[src/rtl/ir_tx_pkg.sv]
// Package: shared types and timing helper for the infrared frame transmitter.
// Assumes durations are given in whole microseconds and the clock in Hz.
package ir_tx_pkg;

    typedef enum logic [2:0] {
        ST_IDLE    = 3'd0,
        ST_LEAD_LO = 3'd1,
        ST_LEAD_HI = 3'd2,
        ST_BURST   = 3'd3,
        ST_GAP     = 3'd4,
        ST_STOP    = 3'd5
    } tx_state_t;

    // Converts a duration in microseconds into clock cycles, truncating.
    function automatic longint unsigned us_to_cycles(longint unsigned clk_hz,
                                                     longint unsigned usec);
        return (clk_hz * usec) / 64'd1000000;
    endfunction

    // True for the states that drive the line low.
    function automatic logic is_low_state(tx_state_t s);
        return (s == ST_LEAD_LO) || (s == ST_BURST) || (s == ST_STOP);
    endfunction

endpackage

[src/rtl/ir_tx_seg_timer.sv]
// Segment timer: a down-counter loaded with (length - 1) at the start of each
// line segment; expire is high in the last cycle of the segment.
// Assumes the controller loads it on every state change and MAX_VAL bounds loads.
module ir_tx_seg_timer #(
    parameter int unsigned CNT_W   = 19,
    parameter int unsigned MAX_VAL = 449999
) (
    input  logic             clk,
    input  logic             rst_n,
    input  logic             load,
    input  logic [CNT_W-1:0] load_val,
    output logic             expire
);

    logic [CNT_W-1:0] cnt;

    // Loads a new segment length or counts down toward zero.
    always_ff @(posedge clk) begin
        if (!rst_n) begin
            cnt <= '0;
        end else if (load) begin
            cnt <= load_val;
        end else if (cnt != '0) begin
            cnt <= cnt - 1'b1;
        end
    end

    assign expire = (cnt == '0);


    seg_bound_chk: assert property (@(posedge clk) disable iff (!rst_n)
        cnt <= CNT_W'(MAX_VAL));

endmodule

[src/rtl/ir_tx_bit_word.sv]
// Frame word holder: captures {~cmd, cmd, addr} on an accepted start and
// presents the bit selected by a running index, LSB of address first.
// Assumes advance is raised once per finished data bit.
module ir_tx_bit_word #(
    parameter int unsigned ADDR_W = 16,
    parameter int unsigned CMD_W  = 8
) (
    input  logic              clk,
    input  logic              rst_n,
    input  logic              capture,
    input  logic              advance,
    input  logic [ADDR_W-1:0] addr,
    input  logic [CMD_W-1:0]  cmd,
    output logic              cur_bit,
    output logic              last
);

    localparam int unsigned WORD_W = ADDR_W + 2 * CMD_W;
    localparam int unsigned IDX_W  = $clog2(WORD_W);

    logic [WORD_W-1:0] word;
    logic [IDX_W-1:0]  idx;

    // Holds the captured frame word for the whole frame.
    always_ff @(posedge clk) begin
        if (!rst_n) begin
            word <= '0;
        end else if (capture) begin
            word <= {~cmd, cmd, addr};
        end
    end

    // Steps the bit index from the first address bit to the last inverted bit.
    always_ff @(posedge clk) begin
        if (!rst_n) begin
            idx <= '0;
        end else if (capture) begin
            idx <= '0;
        end else if (advance) begin
            idx <= idx + 1'b1;
        end
    end

    assign cur_bit = word[idx];
    assign last    = (idx == IDX_W'(WORD_W - 1));


    no_wrap_chk: assert property (@(posedge clk) disable iff (!rst_n)
        advance |-> !last);

endmodule

[src/rtl/ir_frame_tx.sv]
// Infrared frame transmitter top: sequences leader, 32 pulse-distance bits
// and a closing burst onto an active-low baseband line.
// Assumes start is synchronous to clk; segment lengths derive from CLK_HZ.
module ir_frame_tx
    import ir_tx_pkg::*;
#(
    parameter longint unsigned CLK_HZ = 50_000_000,
    parameter int unsigned     ADDR_W = 16,
    parameter int unsigned     CMD_W  = 8
) (
    input  logic              clk,
    input  logic              rst_n,
    input  logic              start,
    input  logic [ADDR_W-1:0] addr,
    input  logic [CMD_W-1:0]  cmd,
    output logic              tx_n,
    output logic              busy,
    output logic              done
);

    localparam int unsigned N_LEAD_LO = 32'(us_to_cycles(CLK_HZ, 64'd9000));
    localparam int unsigned N_LEAD_HI = 32'(us_to_cycles(CLK_HZ, 64'd4500));
    localparam int unsigned N_BURST   = 32'(us_to_cycles(CLK_HZ, 64'd560));
    localparam int unsigned N_ONE     = 32'(us_to_cycles(CLK_HZ, 64'd1690));
    localparam int unsigned CNT_W     = $clog2(N_LEAD_LO + 1);

    localparam logic [CNT_W-1:0] L_LEAD_LO = CNT_W'(N_LEAD_LO - 1);
    localparam logic [CNT_W-1:0] L_LEAD_HI = CNT_W'(N_LEAD_HI - 1);
    localparam logic [CNT_W-1:0] L_BURST   = CNT_W'(N_BURST - 1);
    localparam logic [CNT_W-1:0] L_ONE     = CNT_W'(N_ONE - 1);

    tx_state_t        state, nxt;
    logic             load, capture, advance;
    logic [CNT_W-1:0] load_val;
    logic             seg_end, cur_bit, last;
    logic             tx_n_q, busy_q, done_q;

    ir_tx_seg_timer #(
        .CNT_W   (CNT_W),
        .MAX_VAL (N_LEAD_LO - 1)
    ) u_timer (
        .clk      (clk),
        .rst_n    (rst_n),
        .load     (load),
        .load_val (load_val),
        .expire   (seg_end)
    );

    ir_tx_bit_word #(
        .ADDR_W (ADDR_W),
        .CMD_W  (CMD_W)
    ) u_word (
        .clk     (clk),
        .rst_n   (rst_n),
        .capture (capture),
        .advance (advance),
        .addr    (addr),
        .cmd     (cmd),
        .cur_bit (cur_bit),
        .last    (last)
    );

    // Chooses the next segment and the timer load that starts it.
    always_comb begin
        nxt      = state;
        load     = 1'b0;
        load_val = L_BURST;
        capture  = 1'b0;
        advance  = 1'b0;
        case (state)
            ST_IDLE: if (start) begin
                nxt      = ST_LEAD_LO;
                load     = 1'b1;
                load_val = L_LEAD_LO;
                capture  = 1'b1;
            end
            ST_LEAD_LO: if (seg_end) begin
                nxt      = ST_LEAD_HI;
                load     = 1'b1;
                load_val = L_LEAD_HI;
            end
            ST_LEAD_HI: if (seg_end) begin
                nxt  = ST_BURST;
                load = 1'b1;
            end
            ST_BURST: if (seg_end) begin
                nxt      = ST_GAP;
                load     = 1'b1;
                load_val = cur_bit ? L_ONE : L_BURST;
            end
            ST_GAP: if (seg_end) begin
                nxt     = last ? ST_STOP : ST_BURST;
                load    = 1'b1;
                advance = !last;
            end
            ST_STOP: if (seg_end) begin
                nxt = ST_IDLE;
            end
            default: nxt = ST_IDLE;
        endcase
    end

    // Registers the state and the outputs decoded from the next state.
    always_ff @(posedge clk) begin
        if (!rst_n) begin
            state  <= ST_IDLE;
            tx_n_q <= 1'b1;
            busy_q <= 1'b0;
            done_q <= 1'b0;
        end else begin
            state  <= nxt;
            tx_n_q <= !is_low_state(nxt);
            busy_q <= (nxt != ST_IDLE);
            done_q <= (state == ST_STOP) && (nxt == ST_IDLE);
        end
    end

    assign tx_n = tx_n_q;
    assign busy = busy_q;
    assign done = done_q;


    idle_line_high_chk: assert property (@(posedge clk) disable iff (!rst_n)
        !busy |-> tx_n);


    lead_starts_low_chk: assert property (@(posedge clk) disable iff (!rst_n)
        $rose(busy) |-> !tx_n);


    done_single_chk: assert property (@(posedge clk) disable iff (!rst_n)
        done |=> !done);


    done_at_end_chk: assert property (@(posedge clk) disable iff (!rst_n)
        done |-> ($fell(busy) && tx_n));


    stop_then_done_chk: assert property (@(posedge clk) disable iff (!rst_n)
        (state == ST_STOP && seg_end) |=> done);

endmodule

[config.mk]
export PLATFORM = sky130hd
export DESIGN_NAME = ir_frame_tx
export DESIGN_NICKNAME = d
export VERILOG_FILES = /design/src/rtl/ir_tx_pkg.sv /design/src/rtl/ir_tx_seg_timer.sv /design/src/rtl/ir_tx_bit_word.sv /design/src/rtl/ir_frame_tx.sv
export SDC_FILE = /design/constraint.sdc
export NUM_CORES = 1
export LEC_CHECK = 0
export BUFFER_PORTS_ARGS = -buffer_cell sky130_fd_sc_hd__clkbuf_2
export CORE_ASPECT_RATIO = 2
export CORE_MARGIN = 4
export CORE_UTILIZATION = 47
export CTS_CLUSTER_SIZE = 8
export DETAILED_ROUTE_END_ITERATION = 6
export MAX_ROUTING_LAYER = met4
export PLACE_DENSITY = 0.75
export SETUP_SLACK_MARGIN = 0.2
export SLEW_MARGIN = 20
export SYNTH_ARGS = -nofsm -noshare
export SYNTH_HDL_FRONTEND = slang
export SYNTH_HIERARCHICAL = 1
export SYNTH_SLANG_ARGS = --single-unit
[constraint.sdc]
create_clock -name clk -period 4.8 [get_ports clk]
set_input_delay 0.96 -clock clk [delete_from_list [all_inputs] [get_ports clk]]
set_output_delay 0.96 -clock clk [all_outputs]
set_load 0.005 [all_outputs]
Word level (Yosys, flattened, before mapping):

Cells that the tools add are included.

* bits in registers: 62
* input bits: 27
* output and inout bits: 3
* word-level logic and storage cells: 57

* add/sub/neg operators: 2
* order comparisons: 1
* eq/ne operators: 9
* multiplexer cells: 23
* bitwise operators: 2
* reductions and logical operators: 13

Operators by type and width (count)
* 19-bit 2-to-1 mux: 3
* 19-bit one-hot mux with 3 select lines: 1
* 17-bit 2-to-1 mux: 2
* 3-bit 2-to-1 mux: 7
* 19-bit logical NOT: 1
* 19-bit nonzero test: 1
* 19-bit by 1-bit subtractor with 19-bit output, second input constant: 1
* 18-bit 2-to-1 mux: 1
* 3-bit one-hot mux with 6 select lines: 1
* 3-bit by 2-bit == test with 1-bit output, second input constant: 3
* 3-bit == test, second input constant: 3
* 8-bit NOT: 1
* 3-bit by 1-bit == test with 1-bit output, second input constant: 2
* 3-bit logical NOT: 2
* 5-bit by 6-bit < comparator with 1-bit output, second input constant: 1
* 1-bit 2-to-1 mux: 6
* 5-bit by 1-bit adder with 5-bit output, second input constant: 1
* 1-bit binary-select mux with 5-bit select: 1
* 5-bit == test, second input constant: 1
* 4-bit OR reduction: 1
* 3-bit nonzero test: 1
* 1-bit logical NOT: 2
* 1-bit logical OR: 2
* 1-bit one-hot mux with 2 select lines: 1
* 4 further kinds: 4

Logic depth before layout (Yosys ltp):

* depth after elaboration: 8
* mapped depth: 14
* mapped depth without buffers: 11

By module:

The synthesis kept the hierarchy.

By module, submodules not included
* ir_tx_bit_word: times used 1, cells each 169, area an instance 1737.9 um2, sequential area each 740.7 um2
* ir_tx_seg_timer: times used 1, cells each 137, area an instance 1141.1 um2, sequential area each 380.4 um2
* ir_frame_tx: times used 1, cells each 57, area an instance 441.7 um2, sequential area each 120.1 um2

Worst setup path after synthesis:

No wires, ideal clock.

* path kind: flip-flop to flip-flop
* from: register u_timer.cnt[0]
* to: register u_timer.cnt[15]
* library setup time: 103 ps
* arrival time: 3208 ps
* path slack: 1488 ps
* cell stages (with the launch flop): 15
* clock period less this slack: 3312 ps
* cell sequence: dfxtp_1 > inv_1 > ha_1 > nor4b_2 > nand4_1 > clkbuf_1 > nor2_1 > buf_4 > o21ai_0 > a31oi_1 > and2_1 > buf_1 > nand2_1 > and4_2 > a2111oi_2

* word-level cells in the longest chain between the ends: 4
* elaborated cells between the ends (all ways): 10
* those cells by class: add/sub: 1; mux: 6; reduce/logical: 3

RTL lines
* start: declaration: RTL line ir_tx_seg_timer.sv:15 `logic [CNT_W-1:0] cnt;`
* start signal: assignment: RTL line ir_tx_seg_timer.sv:22 `cnt <= load_val;`
* start signal: assignment: RTL line ir_tx_seg_timer.sv:24 `cnt <= cnt - 1'b1;`
* 19-bit logical NOT *: RTL line ir_tx_seg_timer.sv:28 `assign expire = (cnt == '0);`
* net seg_end: RTL line ir_frame_tx.sv:35 `logic seg_end, cur_bit, last;`
* 1-bit 2-to-1 mux *
* 1-bit one-hot mux with 2 select lines *: RTL line ir_frame_tx.sv:70 `case (state)`
* net load: RTL line ir_frame_tx.sv:33 `logic load, capture, advance;`
* 19-bit 2-to-1 mux / 2-bit nonzero test (equally long branches)

The timed path passes the listed nets; every way through them passes the cells marked *. The select of a mux whose other input is x is not followed.
A chain may end at the register's enable or synchronous reset.

Worst setup path in the final report:

Ends and elaborated chain as after synthesis.

==> impl_results.md <==
- Wire per inst: 16.19 um
- Io pins: 30
- Cell Rows: 43
- Post-DR vias/cell: 5.713
- Max Cap Violations: 0
- Final cycle utilization of the critical path: 0.6884
- Post_cts resized: 0
- First-pass GRT wire length: 12.97 mm
- CP Launch Type: flop
- Metal-1 WL: 2.740 mm
- Yosys top cell by area: dfxtp_1
- Skew-Pair Late Insertion Delay: 0.33 ns
- Reg2Reg Depth: 14
- Post-DP Area: 3476 um2
- Mean Syn Cell Area: 9.148 um2
- Largest family of logic cells by synthesized area: simple AND/OR/NAND/NOR gates
- Drt pass-1 iters: 4
- Final HPWL DP: 5.695 mm
- Minimum clock period: 3.304 ns
- Final Skew: 0.004253 ns
- Compound-cell area share of the yosys netlist: 0.1530
- Top Metal Used: met4
- Critical Path Fanout Max: 17
- Ranking of synthesized cells by area: dfxtp_1 (37%), mux2i_1 (14%), nor2b_1 (4.7%)
- Mapped Area: 3321 um2
- Placed cells: 466
- Fin Setup TNS: 0 ns
- CTS tree: yes
- Layout Utilization: 0.5538
- Total power: 2.079 mW
- Vias in the first global route: 2796
- Mapped Cells: 363
- Share of layout cells above drive strength 1: 0.1688
- H-tree levels: 3
- Post-synthesis mux area share: 0.1356
- I/O Buffers: 29
- Adder-cell share of the synthesized area: 0.01130
- Slew HR: 0.2925
- TritonCTS Buffers: 9
- Worst flop-to-flop path endpoint: u_timer/cnt[15]$_SDFFE_PN0P_
- Crit path capture: u_timer/cnt[15]$_SDFFE_PN0P_
- Die width: 67.44 um
- Via count: 2748
- Fin area: 3814 um2
- Arrival time at the worst endpoint: 3.53 ns
- Root buffer cell: clkbuf_16
- Most frequent cell after synthesis: dfxtp_1
- Final wirelength: 7.785 mm
- Met2 routed WL: 4.390 mm
- Post-Synth Simple-Gate Area: 0.2344
- HP Class: flop to flop
- # diodes: 0
- Initial antenna violation count: 0
- FFs w/ async S/R, synth: 0
- Fmax achieved: 302.6 MHz
- EDFF count, synth: 0
- Post-CTS Setup Inserts: 0
- CP Launch Point: u_timer/cnt[0]$_SDFFE_PN0P_
- PD cells: 545.2 nW/um2
- Routed wl met3: 243 um
- FF-to-FF setup slack: 1.50 ns
- Initial core utilization: 0.4822
- Placer Congestion: 0.8852
- Worst vdd ir: 0.3124 mV
- Final nets: 417
- Fill cell total of the finished layout: 669
- Non-Filler Instances: 481
- Yosys cell types: 65
- Die ar.: 8555 um2
- Final Hold Fails: 0
- Worst slew pin tran: 1.060 ns
- Tot GR Track Use: 0.2084
- Critical path class: flop to flop
- Post-synth top area share: 0.3738
- Xor/xnor cell area share of the yosys netlist: 0.02901
- Number of remaining DRC errors: 0
- Core area: 6887 um2
- Leakage power: 1.459 nW
- DR iter-0 viols: 140
- Ys flop type: dfxtp_1
- Clock sink count: 62
- Worst reg2reg startpoint: u_timer/cnt[0]$_SDFFE_PN0P_
- Pins over their slew limit: 0
- Die Height: 126.9 um
- Synthesized flop and latch total: 62
- Final setup violation count: 0
- Critical Path RT: 5.03 ns
- Critical path endpoint category: flop
- Status: complete, no violations
- Layout area overhead: 14.85%
- Max Root-Sink Buffers: 2
- Final ANT Viol Nets: 0
- Seq/Total Area, Yosys: 0.3738
- Remaining global-route overflow: 0
- Synth top cells by count: dfxtp_1 (62), mux2i_1 (45), nor2b_1 (25), nand2_1 (23), nor2_1 (19)
- Largest net degree at the start of global routing: 57
- Number of synthesis warnings: 6
- Reg clk slew, reported paths: 0.05 ns
- Hold buffer count at cts: 0
- RSZ-0062 raised after global routing: no
-- stage by stage --
| step | hold WS [ns] | worst slack (ns) |
|---|---|---|
| 2_1_floorplan | 0.4584 | 1.488 |
| 3_3_place_gp | 0.4961 | 1.668 |
| 3_5_place_dp | 0.5019 | 1.558 |
| 4_1_cts | 0.5223 | 1.535 |
| 5_1_grt | 0.5548 | 1.225 |
| 6_report | 0.5215 | 1.496 |
-- sequential cells by signal, summed over array words and instances, names as in the netlist --
register / count
busy: 1
done: 1
state: 3
tx_n: 1
u_timer/cnt: 19
u_word/idx: 5
u_word/word: 32
-- kinds of logic after synthesis --
group | count (synthesis)
muxes | 45
AOI/OAI and AO/OA | 71
buffers and inverters | 38
other | 1
and+or+nand+nor | 132
xor gates and xnor gates | 11
adders and majority gates | 3
DFF | 62
-- where the power goes --
| part | switching [mW] | internal [mW] |
|---|---|---|
| registers | 0.113 | 0.611 |
| clock network | 0.221 | 0.517 |
| logic | 0.353 | 0.264 |
| total | 0.687 | 1.39 |
-- cell type report --
class | instances | area, um2 | share of cell area
clock buffer | 11 | 242.7 | 0.06365
clock inverter | 4 | 95.09 | 0.02493
inverter | 14 | 52.55 | 0.01378
multi-input combinational | 266 | 1887 | 0.4948
sequential | 62 | 1241 | 0.3255
tap | 90 | 112.6 | 0.02953
timing repair buffer | 34 | 182.7 | 0.04790
-- placed cells by master (no fill, tap or decap), types with 7 or more instances in the layout --
| master | netlist | final |
|---|---|---|
| nand2b_1 | 8 | 8 |
| clkbuf_2 | 0 | 29 |
| mux2i_1 | 45 | 45 |
| nand2_1 | 23 | 23 |
| nor2b_1 | 25 | 25 |
| o21ai_0 | 13 | 13 |
| dfxtp_1 | 62 | 62 |
| inv_1 | 13 | 13 |
| nor2_1 | 19 | 19 |
| nor3_1 | 7 | 7 |
| clkbuf_16 | 0 | 9 |
| nand3_1 | 8 | 8 |
| a21oi_1 | 11 | 11 |
-- worst max-delay path, cell delays in order (launching register included) --
cell and delay, ns:
dfxtp_1 0.34, inv_1 0.08, ha_1 0.20, nor4b_2 0.43
nand4_1 0.14, buf_4 0.21, nor2_1 0.11, buf_4 0.20
o21ai_0 0.11, a31oi_1 0.19, buf_4 0.23, and2_1 0.32
nand2_1 0.13, and4_2 0.25, a2111oi_2 0.26
-- routing by layer --
layer  vias up  GRT usage
li1       1349          -
met1      1311     0.1950
met2        62     0.3631
met3        26    0.03897
met4         0     0.1471
met5         -          -
-- worst min-delay path by stage --
stage	end	from	cells past startpoint	slack (ns)
after detailed placement	u_word/word[9]$_SDFFE_PN0P_	u_word/word[9]$_SDFFE_PN0P_	2	0.50
after floorplan	u_timer/cnt[18]$_SDFFE_PN0P_	u_timer/cnt[18]$_SDFFE_PN0P_	2	0.46
after global placement	u_word/word[7]$_SDFFE_PN0P_	u_word/word[7]$_SDFFE_PN0P_	2	0.50
after global routing	u_word/word[31]$_SDFFE_PN0P_	u_word/word[31]$_SDFFE_PN0P_	2	0.55
final	u_word/word[14]$_SDFFE_PN0P_	u_word/word[14]$_SDFFE_PN0P_	2	0.52
after CTS	u_word/word[18]$_SDFFE_PN0P_	u_word/word[18]$_SDFFE_PN0P_	2	0.52
Power figures use the tool's default switching activity.
